<file path="src/rtl/spr_eval_pkg.sv">
package spr_eval_pkg;
    localparam int ENTRIES   = 64;
    localparam int SLOTS     = 8;
    localparam int LINE_W    = 8;
    localparam int DESC_W    = 32;
    localparam int VIS_LINES = 240;
    localparam int SHORT_H   = 8;
    localparam int TALL_H    = 16;

    localparam int IDX_W  = $clog2(ENTRIES);
    localparam int SLOT_W = $clog2(SLOTS);
    localparam int CNT_W  = $clog2(SLOTS + 1);

    typedef struct packed {
        logic                busy;
        logic                done;
        logic [IDX_W-1:0]    idx;
        logic [CNT_W-1:0]    count;
        logic                ovf;
        logic                zero;
        logic [LINE_W-1:0]   line;
        logic                tall;
    } scan_state_t;
endpackage

</file>
<file path="src/rtl/spr_range_match.sv">
module spr_range_match
    import spr_eval_pkg::*;
(
    input  logic [LINE_W-1:0] line_q,
    input  logic              tall_q,
    input  logic [LINE_W-1:0] ypos,
    output logic              hit
);
    localparam int DIFF_W = LINE_W + 1;

    logic [DIFF_W-1:0] diff;
    logic [DIFF_W-1:0] height;

    always_comb begin
        diff   = {1'b0, line_q} - {1'b0, ypos};
        height = tall_q ? DIFF_W'(TALL_H) : DIFF_W'(SHORT_H);
        hit    = !diff[DIFF_W-1] && (diff < height);
    end
endmodule

</file>
<file path="src/rtl/spr_slot_bank.sv">
module spr_slot_bank
    import spr_eval_pkg::*;
(
    input  logic              clk,
    input  logic              rst_n,
    input  logic              wr_en,
    input  logic [SLOT_W-1:0] wr_slot,
    input  logic [DESC_W-1:0] wr_desc,
    input  logic [IDX_W-1:0]  wr_src,
    input  logic [SLOT_W-1:0] rd_slot,
    output logic [DESC_W-1:0] rd_desc,
    output logic [IDX_W-1:0]  rd_src
);
    logic [DESC_W-1:0] desc_q [SLOTS];
    logic [IDX_W-1:0]  src_q  [SLOTS];

    for (genvar s = 0; s < SLOTS; s++) begin : g_slot
        logic [DESC_W-1:0] desc_d;
        logic [IDX_W-1:0]  src_d;
        logic              sel;

        always_comb begin
            sel    = wr_en && (wr_slot == SLOT_W'(s));
            desc_d = sel ? wr_desc : desc_q[s];
            src_d  = sel ? wr_src  : src_q[s];
        end

        always_ff @(posedge clk) begin
            if (!rst_n) begin
                desc_q[s] <= '0;
                src_q[s]  <= '0;
            end else begin
                desc_q[s] <= desc_d;
                src_q[s]  <= src_d;
            end
        end
    end

    always_comb begin
        rd_desc = desc_q[rd_slot];
        rd_src  = src_q[rd_slot];
    end
endmodule

</file>
<file path="src/rtl/spr_scan_ctrl.sv">
module spr_scan_ctrl
    import spr_eval_pkg::*;
(
    input  logic              clk,
    input  logic              rst_n,
    input  logic              start,
    input  logic [LINE_W-1:0] line_in,
    input  logic              tall_in,
    input  logic              hit,
    output scan_state_t       st_q,
    output logic              wr_en,
    output logic [SLOT_W-1:0] wr_slot
);
    localparam logic [IDX_W-1:0] LAST_IDX = IDX_W'(ENTRIES - 1);
    localparam logic [CNT_W-1:0] FULL_CNT = CNT_W'(SLOTS);

    scan_state_t st_d;
    logic        room;

    always_comb begin
        room    = (st_q.count < FULL_CNT);
        wr_en   = st_q.busy && hit && room;
        wr_slot = st_q.count[SLOT_W-1:0];

        st_d      = st_q;
        st_d.done = 1'b0;

        if (!st_q.busy) begin
            if (start && (line_in < LINE_W'(VIS_LINES))) begin
                st_d.busy  = 1'b1;
                st_d.idx   = '0;
                st_d.count = '0;
                st_d.ovf   = 1'b0;
                st_d.zero  = 1'b0;
                st_d.line  = line_in;
                st_d.tall  = tall_in;
            end
        end else begin
            if (hit && room) begin
                st_d.count = st_q.count + 1'b1;
                if (st_q.idx == '0) begin
                    st_d.zero = 1'b1;
                end
            end
            if (hit && !room) begin
                st_d.ovf  = 1'b1;
                st_d.busy = 1'b0;
                st_d.done = 1'b1;
            end else if (st_q.idx == LAST_IDX) begin
                st_d.busy = 1'b0;
                st_d.done = 1'b1;
            end else begin
                st_d.idx = st_q.idx + 1'b1;
            end
        end
    end

    always_ff @(posedge clk) begin
        if (!rst_n) begin
            st_q <= '0;
        end else begin
            st_q <= st_d;
        end
    end
endmodule

</file>
<file path="src/rtl/spr_line_eval.sv">
module spr_line_eval
    import spr_eval_pkg::*;
(
    input  logic              clk,
    input  logic              rst_n,
    input  logic              start,
    input  logic [LINE_W-1:0] line_in,
    input  logic              tall_mode,
    output logic [IDX_W-1:0]  desc_idx,
    input  logic [DESC_W-1:0] desc_data,
    input  logic [SLOT_W-1:0] slot_sel,
    output logic [DESC_W-1:0] slot_data,
    output logic [IDX_W-1:0]  slot_src,
    output logic [CNT_W-1:0]  sel_count,
    output logic              overflow,
    output logic              zero_hit_ok,
    output logic              busy,
    output logic              done
);
    scan_state_t       st_q;
    logic              hit;
    logic              wr_en;
    logic [SLOT_W-1:0] wr_slot;

    spr_range_match u_match (
        .line_q (st_q.line),
        .tall_q (st_q.tall),
        .ypos   (desc_data[LINE_W-1:0]),
        .hit    (hit)
    );

    spr_scan_ctrl u_ctrl (
        .clk     (clk),
        .rst_n   (rst_n),
        .start   (start),
        .line_in (line_in),
        .tall_in (tall_mode),
        .hit     (hit),
        .st_q    (st_q),
        .wr_en   (wr_en),
        .wr_slot (wr_slot)
    );

    spr_slot_bank u_bank (
        .clk     (clk),
        .rst_n   (rst_n),
        .wr_en   (wr_en),
        .wr_slot (wr_slot),
        .wr_desc (desc_data),
        .wr_src  (st_q.idx),
        .rd_slot (slot_sel),
        .rd_desc (slot_data),
        .rd_src  (slot_src)
    );

    always_comb begin
        desc_idx    = st_q.idx;
        sel_count   = st_q.count;
        overflow    = st_q.ovf;
        zero_hit_ok = st_q.zero;
        busy        = st_q.busy;
        done        = st_q.done;
    end
endmodule

</file>
<file path="config.mk">
export PLATFORM = sky130hd
export DESIGN_NAME = spr_line_eval
export DESIGN_NICKNAME = d
export VERILOG_FILES = /design/src/rtl/spr_eval_pkg.sv /design/src/rtl/spr_range_match.sv /design/src/rtl/spr_slot_bank.sv /design/src/rtl/spr_scan_ctrl.sv /design/src/rtl/spr_line_eval.sv
export SDC_FILE = /design/constraint.sdc
export NUM_CORES = 1
export LEC_CHECK = 0
export ABC_AREA = 1
export BUFFER_PORTS_ARGS = -buffer_cell sky130_fd_sc_hd__buf_2
export CAP_MARGIN = 15
export CORE_MARGIN = 4
export CORE_UTILIZATION = 45
export CTS_CLUSTER_SIZE = 40
export DETAILED_ROUTE_END_ITERATION = 6
export PLACE_DENSITY_LB_ADDON = 0.3
export SLEW_MARGIN = 10
export SYNTH_ARGS = -nofsm -noshare
export SYNTH_HDL_FRONTEND = slang
export SYNTH_SLANG_ARGS = --single-unit
</file>
<file path="constraint.sdc">
create_clock -name clk -period 7.8 [get_ports clk]
set_clock_uncertainty 0.2 [all_clocks]
set_input_delay 1.95 -clock clk [delete_from_list [all_inputs] [get_ports clk]]
set_output_delay 1.95 -clock clk [all_outputs]
set_load 0.005 [all_outputs]
</file>
==> qor.yml <==
cp_slowest_cell: "buf_4"
die-width_microns: 191
cts_hold_buf: 0
cp_max_fo: 82
netlist_instances: 1490
cts_num_sinks: 327
ys_ff_latch: 327
placed_area_sq_um: 15800
slowest_delay_ns: 0.79
routed_wl_mm: 38.3
post-route-drc-count: 0
layout-drive-gt1-share_pct: 16.5
peakVddDrop_uv: 151
synth_cell_types: 33
syn_to_final_growth_pct: 12.8
rsz0062_at_grt: "no"
async_reset_ff_share_pct: 0
synth_edf_count: 304
vias_per_cell: 5.43
reg2reg_setup_slack_ns: 3.90
core_area_sq_um: 32800
initialDrtViolationCount: 928
r2r_cells: 15
finalMaxSlewViolations: 0
routedWlPerCell_microns: 19.0
cp.arrival_ns: 4.36
syn_nets: 1553
crit-reg2reg-launch: "u_ctrl.st_q[4]"
synthFlopType: "edfxtp_1"
p_leak_uw: 0.00648
multiInputGateArea_sq_um: 4720
min_period_over_period_pct: 83.4
critPathBufInv: 3
min_path_type: "register to register"
max_slew_margin_pct: 28.3
gp_congestion: 0.818
endpoint_kind: "primary output"
fillers: 2954
path_clk_slew_ns: 0.06
p_per_area_nw_per_um2: 237
seq_area_frac_synth_pct: 63.5
clockBufferDepth: 3
final-setup-viol-count: 0
fin_area_sq_um: 17000
holdPathEnd: "u_ctrl.st_q[1]"
fin_util_pct: 51.9
status: "finished, final reports clean"
clock_latency_ns: 0.51
min_period_ns: 6.51
path_class: "primary input to primary output"
fin_setup_tns_ns: 0
dr.pass1.iters: 5
hold_path_startpoint: "u_ctrl.st_q[1]"
diodes: 0
worst_pin_slew_ns: 1.07
fp.dieArea_sq_um: 36500
fin_nets: 1605
crit_family: "buffers and inverters"
hpwl_mm: 21.3
start_util_pct: 46.0
cts_tree: "done"
area.sequential_sq_um: 9590
antenna_found_initial: 0
port_buffers: 98
cts_resized: 0
required_ns: 5.65
holdPathStages: 2
reg2reg_to: "u_bank.src_q[3][5]"
grt_pass1_wl_mm: 59.5
post_cts_buffers: 0
crit_chain: "buf_4 -> buf_4 -> o21ai_0 -> o22ai_1 -> nor2_1 -> a31oi_1 -> buf_2"
io_pins: 99
drv.max_cap_violation_count: 0
hold_viol_final: 0
fin_hold_ws_ns: 0.254
route.vias.total: 10900
netlist_area_sq_um: 15100
die_h_microns: 191
cp-start-kind: "primary input"
yosys_warnings: 0
crit_path_frequent_cell: "buf_4"
grt_pass1_vias: 10700
antenna_left: 0
clockRootBuffer: "clkbuf_16"
grt-ovfl-total: 0
cts_buffers: 36
avgSynthCellArea_sq_um: 10.1
grtUsageTotal_pct: 20.7
fmax_mhz: 154
cts_max_level: 2
grt_max_degree: 124
rows: 66
## where the power goes
part / switching [uW] / total, uW / internal (uW)
Clock: 677 / 1710 / 1030
Combinational: 228 / 324 / 96.9
Sequential: 19.9 / 1990 / 1970
## Yosys cell counts (11+ instances only)
cell / n / area (sq um)
nand2_1: 62 / 233
clkinv_1: 13 / 48.8
nor2_1: 533 / 2000
nand3_1: 16 / 80.1
edfxtp_1: 304 / 9130
dfxtp_1: 23 / 460
a31oi_1: 38 / 238
buf_2: 11 / 55.1
o22ai_1: 38 / 238
nor2_4: 12 / 135
nand4_1: 14 / 87.6
nor2_2: 50 / 313
buf_6: 14 / 158
inv_1: 56 / 210
a21oi_1: 16 / 80.1
ha_1: 16 / 200
o21ai_0: 168 / 841
clkbuf_1: 69 / 259
## cell families (layout without fill, tap and decap cells)
| group | count (synthesis) | in the layout | share of synthesized area (%) |
|---|---|---|---|
| AOI/OAI and AO/OA | 264 | 264 | 9.46 |
| DFF | 327 | 327 | 63.5 |
| buffers and inverters | 181 | 261 | 5.72 |
| and+or+nand+nor | 699 | 699 | 19.8 |
| adders and majority gates | 16 | 16 | 1.33 |
| xor gates and xnor gates | 3 | 3 | 0.174 |
## cell type report
type                       count  area share (%)
timing repair buffer         122            4.15
clock buffer                  44            5.59
sequential                   327            56.3
multi-input combinational    982            27.7
tap                          442            3.25
inverter                      73            1.62
clock inverter                22            1.35
## state kept, by name, summed over array words and instances (netlist names)
signal / count
u_bank.desc_q: 256
u_bank.src_q: 48
u_ctrl.st_q: 23
## cell usage in the layout, fill, tap and decap left out, types with 23 or more instances in the layout
master / instances
o22ai_1: 38
clkinv_1: 24
a31oi_1: 38
buf_2: 97
dfxtp_1: 23
clkbuf_16: 37
buf_4: 23
edfxtp_1: 304
o21ai_0: 162
nor2_1: 533
nand2_1: 60
inv_1: 53
nor2_2: 50
## worst register-to-register path, stage by stage, from the launching register on
cell,delay (ns)
dfxtp_1,0.32
ha_1,0.35
nand2_1,0.07
nand2_1,0.09
inv_1,0.04
nand2_1,0.09
xor2_1,0.18
ha_1,0.25
nand2_1,0.06
inv_1,0.05
nor2_4,0.14
nand3_4,0.21
inv_2,0.33
nand2_1,0.11
nand2_2,0.67
buf_4,0.40
## worst max-delay path by stage
stage,from,endpoint,cells past startpoint
after global placement,slot_sel[0],slot_data[14],8
after floorplan,desc_data[3],u_bank.desc_q[0][0],13
after detailed placement,slot_sel[0],slot_data[14],8
after CTS,slot_sel[0],slot_data[1],7
after global routing,slot_sel[0],slot_src[1],7
final,slot_sel[0],slot_src[0],7
## per-stage QoR
stage          std cells  worst slack [ns]  power (uW)
2_1_floorplan       1490             0.845        2240
3_3_place_gp        1944              1.32        2350
3_5_place_dp        1944              1.31        2360
4_1_cts             2010              1.30        4060
5_1_grt             2012              1.12        4180
6_report            2012              1.29        4030
## per-layer routing
metal / vias to the layer above / track usage [%] / wire length, microns
met2: 380 / 34.8 / 18400
met5: - / 0 / 0
met1: 5303 / 28.1 / 16300
li1: 5173 / - / -
met3: 63 / 3.40 / 2740
met4: 0 / 5.39 / 887
Note: power is estimated with default switching activity, not from simulation.
